$ cat config.mk
export PLATFORM = sky130hd
export DESIGN_NAME = crc8_id_datapath
export DESIGN_NICKNAME = d
export VERILOG_FILES = /design/src/rtl/crc8_id_pkg.sv /design/src/rtl/crc8_id_datapath.sv
export SDC_FILE = /design/constraint.sdc
export NUM_CORES = 1
export LEC_CHECK = 0
export BUFFER_PORTS_ARGS = -buffer_cell sky130_fd_sc_hd__buf_4
export CORE_MARGIN = 2
export CORE_UTILIZATION = 47
export DETAILED_ROUTE_END_ITERATION = 12
export PLACE_DENSITY = 0.78
export RECOVER_POWER = 50
export SYNTH_ARGS = -nofsm -noshare
export SYNTH_HDL_FRONTEND = slang
export SYNTH_SLANG_ARGS = --single-unit
$ cat constraint.sdc
create_clock -name clk -period 1.13 [get_ports clk]
set_input_delay 0.113 -clock clk [delete_from_list [all_inputs] [get_ports clk]]
set_output_delay 0.113 -clock clk [all_outputs]
set_load 0.02 [all_outputs]
$ cat src/rtl/crc8_id_pkg.sv
package crc8_id_pkg;

  // Strobes passed from the control to the datapath, one cycle each.
  typedef struct packed {
    logic clrAll;    // restart the datapath
    logic shiftCrc;  // advance the CRC with the current bit
    logic shiftCmp;  // shift the current bit into the compare register
    logic endId;     // last bit of an identification code
    logic endByte;   // last bit of a byte in streaming mode
  } ctrlStrobe_t;

endpackage

$ cat src/rtl/crc8_id_datapath.sv
module crc8_id_datapath
  import crc8_id_pkg::*;
#(
  parameter int               CRC_W     = 8,
  parameter logic [CRC_W-1:0] POLY_MASK = 8'h8C,
  parameter logic [CRC_W-1:0] CRC_INIT  = '0
) (
  input  logic             clk,
  input  logic             rstN,
  input  ctrlStrobe_t      strobe,
  input  logic             bitData,
  output logic [CRC_W-1:0] crcOut,
  output logic             done,
  output logic             match
);

  logic [CRC_W-1:0] crcReg, crcNext;
  logic [CRC_W-1:0] cmpReg, cmpNext;
  logic             feedback;

  // Reflected single-bit step; the mask is applied bit by bit.
  assign feedback = crcReg[0] ^ bitData;
  for (genvar g = 0; g < CRC_W; g++) begin : gStep
    if (g == CRC_W - 1) begin : gTop
      assign crcNext[g] = feedback & POLY_MASK[g];
    end else begin : gMid
      assign crcNext[g] = crcReg[g+1] ^ (feedback & POLY_MASK[g]);
    end
  end

  assign cmpNext = {bitData, cmpReg[CRC_W-1:1]};

  always_ff @(posedge clk or negedge rstN) begin
    if (!rstN) begin
      crcReg <= CRC_INIT;
      cmpReg <= '0;
      done   <= 1'b0;
      match  <= 1'b0;
    end else if (strobe.clrAll) begin
      crcReg <= CRC_INIT;
      cmpReg <= '0;
      done   <= 1'b0;
      match  <= 1'b0;
    end else begin
      done <= 1'b0;
      if (strobe.shiftCrc) crcReg <= crcNext;
      if (strobe.shiftCmp) cmpReg <= cmpNext;
      if (strobe.endId) begin
        done  <= 1'b1;
        match <= (cmpNext == crcReg);
      end
      if (strobe.endByte) begin
        done  <= 1'b1;
        match <= (crcNext == '0);
      end
    end
  end

  assign crcOut = crcReg;

endmodule

==> results of run 1 <==
## logic make-up (layout without fill, tap and decap cells)
logic type	count (synthesis)	in the layout	share of synthesized area
AO/OA/AOI/OAI	4	4	0.0478
multiplexers	14	14	0.162
AND/OR/NAND/NOR	20	20	0.107
buffers and inverters	5	32	0.0449
flip-flops	17	17	0.492
XOR/XNOR	11	11	0.146
## registers in the layout, indices dropped and copies added, names as in the netlist
| name | count |
|---|---|
| done | 1 |
| crcOut | 8 |
| cmpReg | 7 |
| match | 1 |
## final cells by class
type,count,area [µm²]
clock buffers,4,26.3
fillers,151,583
multi-input cells,49,422
flip-flops and latches,17,432
well taps,25,31.3
repair buffers,28,233
## where the power goes
group          internal (µW)  switching (µW)  total, µW
clock                    137             184        321
combinational            124             114        238
sequential               631            24.8        655
## critical path: stages, from the launching register on
cell and delay, ns:
dfrtp_2 0.48, xor3_1 0.37, mux2i_1 0.17, nor2_1 0.05
## worst paths after layout
check	startpoint	endpoint	slack (ns)
min in group asynchronous	rstN	crcOut[6]$_DFFE_PN0P_	0.29
max in group asynchronous	rstN	crcOut[5]$_DFFE_PN0P_	0.52
worst max register to register	crcOut[4]$_DFFE_PN0P_	crcOut[3]$_DFFE_PN0P_	-0.08
worst min register to register	cmpReg[1]$_DFFE_PN0P_	cmpReg[1]$_DFFE_PN0P_	0.57
worst min-delay path	strobe[0]	match$_DFFE_PN0P_	0.05
worst max-delay path	crcOut[4]$_DFFE_PN0P_	crcOut[3]$_DFFE_PN0P_	-0.08
## routing by layer
layer / share of wire / up-vias / track usage
li1: - / 299 / -
met1: 0.45 / 306 / 0.244
met2: 0.50 / 14 / 0.307
met3: 0.029 / 5 / 0.0231
met4: 0.026 / 0 / 0.117
met5: 0 / - / 0
## stage by stage
step           utilization  cell area, µm²  hold WS (ns)  setup TNS, ns  cells
6_report             0.662            1140        0.0461         -0.244    123
5_1_grt              0.662            1140        0.0469         -0.442    123
4_1_cts              0.638            1100        0.0329         -0.143    120
3_5_place_dp         0.599            1030       -0.0124         -0.199    114
2_1_floorplan            -             868        -0.183         -0.220     71
3_3_place_gp         0.599            1030       -0.0132              0    114
## Yosys cell counts, drive strengths merged
cell / instances
a211oi: 1
mux2i: 14
o41ai: 1
dfrtp: 17
buf: 3
nor2: 15
clkbuf: 2
nor4b: 2
xor2: 1
a41oi: 1
nor4: 1
o21ba: 1
nand4: 2
xor3: 2
xnor2: 8
## what timing repair did
| item | in CTS | in global routing |
|---|---|---|
| resized for setup | 7 | 5 |
| cloned | 0 | 0 |
| hold endpoints to repair | 17 | 0 |
| pin swaps | 3 | 3 |
| hold buffers | 1 | 0 |
| setup buffers | 1 | 3 |
| endpoints found under the setup margin | 7 | 6 |
==> metrics.csv, run 1 <==
metric;value;unit
cts-buffers-inserted;3;
synthTopCellsByArea;dfrtp_1 (49%), mux2i_1 (16%), xnor2_1 (8.1%);
vias_per_cell;5.07;
gr-total-overflow;0;
grt_pass1_wl;2.81;mm
drt_pass1_iterations;4;
clock_path_buffers;2;
dp_hpwl;1.33;mm
power.density;1060;nW/µm²
clock_skew;0.00235;ns
syn_avg_cell_area;12.2;µm²
n_antenna_cell;0;
io_buffers;17;
synth_nets;79;
drive_gt1_frac;0.388;
wl_per_cell;14.9;µm
clk_pin_slew;0.09;ns
yosysTopAreaCellShare;0.492;
timing.fmax;829;MHz
power;1210;µW
routed_wl;1.84;mm
die_height;46.9;µm
cts_tree;built;
min_period;1.21;ns
drv_slew;0;
grt_antenna_before_repair;0;
holdPathStages;2;
status;finished with violations;
drv_cap;0;
synth-seq-area-share;0.492;
ir_drop;0.655;mV
p_leak;0.000552;µW
drt_iter0_drc;7;
vias;624;
min_path_type;primary input to register;
clock-sinks;17;
mostFrequentLayoutCell;buf_4;
yosys_warnings;0;
rsz0062_at_grt;true;
pin_count;18;
syn_area;865;µm²
synthToLayoutAreaGrowth;32.3;%
rr_worst_depth;3;
die_w;46.9;µm
most-common-layout-cells;buf_4 (18), nor2_1 (15), mux2i_1 (14);
layout_setup_ws;-0.0768;ns
drcViolationCount;0;
syn_inst;71;
max_slew_margin;0.511;
die_area;2200;µm²
failed_checks;negative setup slack;
cp-end-kind;register;
critical_path.max_fanout;5;
worst-endpoint-required;1.29;ns
cts_max_level;1;
synth_cell_types;17;
grt_pass1_vias;603;
start_util;0.501;
nets;107;
ys_ff_latch;17;
crit_path_start_kind;register;
cts_root_buf;clkbuf_4;
clock_latency;0.29;ns
grt_use_total;0.191;
coreArea;1730;µm²
max_slew.worst_pin.slew;0.733;ns
hold_viol_final;0;
grt_max_degree;18;
pre_cts_ws;-0.0962;ns
synth_area_leader_cell;dfrtp_1;
setup_viol;4;
crit_arrival;1.36;ns
postRouteAntennaNets;0;
finalCritPeriodShare;1.07;
gp_congestion;0.894;
num_rows;15;
crit_type;register to register;
No activity file was read; power rests on OpenSTA's default activity.
==> run 2, diff against run 1 <==
- SETUP_SLACK_MARGIN: default -> 0.2
==> metrics.csv, run 2 (synthesized netlist as in run 1, its figures left out) <==
metric;value;unit
cts-buffers-inserted;3;
vias_per_cell;4.96;
clk_pin_slew;0.09;ns
p_leak;0.000557;µW
hold_viol_final;0;
drv_slew;0;
cp-end-kind;register;
drt_iter0_drc;1;
status;finished with violations;
crit_buf_inv;0;
routed_wl;1.66;mm
layout_setup_ws;-0.0611;ns
grt_use_total;0.174;
start_util;0.501;
clock-sinks;17;
failed_checks;negative setup slack;
clock_path_buffers;2;
pre_cts_ws;-0.0846;ns
grt_pass1_vias;532;
grtUsageMet3;0.0385;
critical_path.max_fanout;5;
postRouteAntennaNets;0;
finalCritPeriodShare;1.05;
drive_gt1_frac;0.392;
crit_family;flip-flops;
rr_worst_depth;3;
grt_antenna_before_repair;0;
drcViolationCount;0;
min_period;1.19;ns
hp-start;strobe[0];
nets;106;
max_slew_margin;0.521;
cts_max_level;1;
grt_use_met1;0.242;
worst_hold_slack;0.0434;ns
cpPeakStageDelay;0.46;ns
clock_latency;0.28;ns
crit_type;register to register;
r2r_end;crcOut[2]$_DFFE_PN0P_;
coreArea;1730;µm²
crit_chain;xor3_1, mux2i_1, nor2_1;
post-route-util;0.677;
ir_drop;0.615;mV
die_area;2200;µm²
io_buffers;17;
met2_usage;0.244;
largest_reg_flops;8;
setup_tns;-0.128;ns
vias;605;
crit_path_start_kind;register;
synthToLayoutAreaGrowth;35.2;%
finish.instance_area;1170;µm²
clock_skew;0.000663;ns
gp_congestion;0.858;
drv_cap;0;
min_path_type;primary input to register;
worstReg2RegStart;crcOut[3]$_DFFE_PN0P_;
setup_viol;3;
n_antenna_cell;0;
hold_path_end;match$_DFFE_PN0P_;
power.density;1040;nW/µm²
pin_count;18;
drt_pass1_iterations;2;
rsz0062_at_grt;true;
wl_per_cell;13.6;µm
place_area;1030;µm²
ff2ff_setup_slack;-0.06;ns
most-common-layout-cells;nor2_1 (15), mux2i_1 (14), buf_6 (14);
grt_max_degree;18;
crit_arrival;1.34;ns
grt_pass1_wl;2.58;mm
holdPathStages;2;
cts_root_buf;clkbuf_4;
die_w;46.9;µm
timing.fmax;840;MHz
gr-total-overflow;0;
max_slew.worst_pin.slew;0.719;ns
die_height;46.9;µm
mostFrequentLayoutCell;nor2_1;
worst-endpoint-required;1.28;ns
num_rows;15;
dp_hpwl;1.18;mm
cts_tree;built;
slowest_stage;dfrtp_2;
top_usage_layer;met2;
run 2: cell count changes in the layout (fill, tap and decap cells not counted), sizes merged:
cell  before  now
buf       25   24
run 2: metrics by stage:
step                      total power (µW)  cells
after detailed placement               877    114
after global placement                 873    114
after CTS                             1230    121
after global routing                  1270    122
after floorplan                        791     71
final                                 1220    122
run 2: power breakdown:
group | total (µW) | internal (µW) | switching [µW] | leakage, µW
logic | 242 | 132 | 111 | 0.000319
registers | 658 | 631 | 27.2 | 0.000223
clock network | 318 | 137 | 181 | 0.0000150
total | 1220 | 899 | 319 | 0.000557
run 2: repair_timing:
action                                  in CTS  in global routing
endpoints found under the hold margin       17                  0
endpoints found under the setup margin      13                 16
pin swaps                                    6                  2
setup buffers                                2                  1
gates resized for setup                     16                  4
hold buffers                                 1                  0
run 2: worst max path at each step:
stage | depth (start not counted) | start | end | slack (ns)
6_report | 3 | crcOut[3]$_DFFE_PN0P_ | crcOut[2]$_DFFE_PN0P_ | -0.06
5_1_grt | 3 | cmpReg[2]$_DFFE_PN0P_ | match$_DFFE_PN0P_ | -0.12
4_1_cts | 3 | cmpReg[2]$_DFFE_PN0P_ | match$_DFFE_PN0P_ | -0.03
3_5_place_dp | 3 | crcOut[5]$_DFFE_PN0P_ | match$_DFFE_PN0P_ | -0.08
3_3_place_gp | 3 | crcOut[0]$_DFFE_PN0P_ | crcOut[3]$_DFFE_PN0P_ | 0.002
2_1_floorplan | 4 | crcOut[0]$_DFFE_PN0P_ | crcOut[3]$_DFFE_PN0P_ | -0.10
run 2: layout make-up:
class / count / area [µm²]
Clock buffer: 4 / 26.3
Sequential cell: 17 / 432
Fill cell: 136 / 558
Tap cell: 25 / 31.3
Multi-Input combinational cell: 49 / 428
Timing Repair Buffer: 27 / 251
run 2: per-layer routing:
metal | vias to the layer above | share of wire
met5 | - | 0
met1 | 287 | 0.47
met2 | 13 | 0.48
li1 | 301 | -
met4 | 0 | 0.020
met3 | 4 | 0.026
==> run 3, diff against run 2 <==
- GPL_ROUTABILITY_DRIVEN: default -> 0
- clock period: 1.13 -> 1 ns (I/O delays scaled with it)
==> metrics.csv, run 3 (synthesized netlist as in run 1, its figures left out) <==
metric;value;unit
drt_iter0_drc;11;
clk_pin_slew;0.11;ns
max_slew.worst_pin.slew;0.424;ns
start_util;0.501;
drv_cap;0;
pre_cts_ws;-0.156;ns
rsz0062_at_grt;true;
min_period;1.22;ns
vias;700;
synthToLayoutAreaGrowth;52.0;%
crit_type;register to register;
clock_latency;0.30;ns
worst-endpoint-required;1.20;ns
p_seq_frac;0.504;
mostFrequentLayoutCell;buf_6;
status;finished with violations;
wl_per_cell;15.9;µm
grt_use_total;0.223;
vias_per_cell;5.22;
routed_wl;2.12;mm
clock_path_buffers;2;
finish.instance_area;1310;µm²
setup_tns;-1.38;ns
most-common-layout-cells;buf_6 (26), nor2_1 (14), mux2i_1 (13);
crit_arrival;1.42;ns
grt_pass1_vias;701;
finalCritPeriodShare;1.22;
hold_path_end;match$_DFFE_PN0P_;
nets;118;
crit_path_start_kind;register;
cp-end-kind;register;
place_area;1090;µm²
pwr-share-clk;0.259;
failed_checks;negative setup slack;
grt_max_degree;18;
drive_gt1_frac;0.495;
post-route-util;0.761;
n_antenna_cell;0;
r2r_end;match$_DFFE_PN0P_;
layout_setup_ws;-0.219;ns
drt_pass1_iterations;4;
die_w;46.9;µm
cts_max_level;1;
hp-start;strobe[0];
timing.fmax;820;MHz
largest_reg_flops;8;
critical_path.max_fanout;5;
cts_root_buf;clkbuf_4;
gr-total-overflow;0;
io_buffers;17;
die_area;2200;µm²
coreArea;1730;µm²
max_slew_margin;0.717;
die_height;46.9;µm
min_path_type;primary input to register;
num_rows;15;
power.density;1120;nW/µm²
drcViolationCount;0;
grt_antenna_before_repair;0;
worst_hold_slack;0.0139;ns
dp_hpwl;1.27;mm
drv_slew;0;
worstReg2RegStart;crcOut[0]$_DFFE_PN0P_;
hold_viol_final;0;
pin_count;18;
rr_worst_depth;3;
cts-buffers-inserted;3;
holdPathStages;2;
postRouteAntennaNets;0;
p_sw;411;µW
clock_skew;0.00676;ns
p_int;1060;µW
p_comb_frac;0.236;
p_leak;0.000634;µW
cts_tree;built;
clock-sinks;17;
ff2ff_setup_slack;-0.22;ns
setup_viol;12;
fill_cells;115;
grt_pass1_wl;3.27;mm
sw_frac_of_total;0.280;
ir_drop;0.856;mV
==> run 3: metal layers <==
layer	part of all wire	GRT usage	vias to the layer above	wire length, µm
li1	-	-	325	-
met1	0.42	0.286	344	899
met3	0.046	0.0385	5	97
met2	0.51	0.353	26	1080
met5	0	0	-	0
met4	0.021	0.133	0	44
==> run 3: worst max-delay path by stage <==
stage	cells past startpoint	start	to	slack (ns)
floorplan	4	crcOut[0]$_DFFE_PN0P_	crcOut[3]$_DFFE_PN0P_	-0.23
global placement	3	crcOut[0]$_DFFE_PN0P_	crcOut[2]$_DFFE_PN0P_	-0.12
detailed placement	3	crcOut[0]$_DFFE_PN0P_	crcOut[2]$_DFFE_PN0P_	-0.16
CTS	3	crcOut[3]$_DFFE_PN0P_	crcOut[2]$_DFFE_PN0P_	-0.15
global route	3	crcOut[6]$_DFFE_PN0P_	match$_DFFE_PN0P_	-0.26
finish	3	crcOut[0]$_DFFE_PN0P_	match$_DFFE_PN0P_	-0.22
==> run 3: metrics by stage <==
stage | total power (µW) | instances
after floorplan | 893 | 71
after global placement | 1000 | 121
after detailed placement | 1010 | 121
after CTS | 1440 | 133
after global routing | 1540 | 134
final | 1470 | 134
==> run 3: timing repair <==
item / 4_1_cts / 5_1_grt
endpoints found under the hold margin: 17 / 0
setup buffers: 7 / 1
cloned: 0 / 0
gates resized for setup: 30 / 4
endpoints found under the setup margin: 25 / 25
hold buffers: 1 / 0
pin swaps: 7 / 4
==> run 3: worst max-delay path: stages, from the launching register on <==
cell,delay (ns)
dfrtp_2,0.50
xnor2_1,0.21
nand4_1,0.16
o41ai_2,0.24
==> run 3: layout make-up <==
type / count / area (µm²) / area share
multi-input cells: 49 / 433 / 0.330
flip-flops and latches: 17 / 432 / 0.329
repair buffers: 39 / 390 / 0.297
well taps: 25 / 31.3 / 0.0238
clock buffers: 3 / 22.5 / 0.0171
clock inverters: 1 / 5.00 / 0.00381
==> run 3: power groups by stage <==
stage	Combinational, µW	Sequential (µW)	Clock [µW]
after floorplan	119	774	0
after global placement	255	748	0
after detailed placement	260	749	0
after CTS	328	740	371
after global routing	368	744	433
final	347	740	380
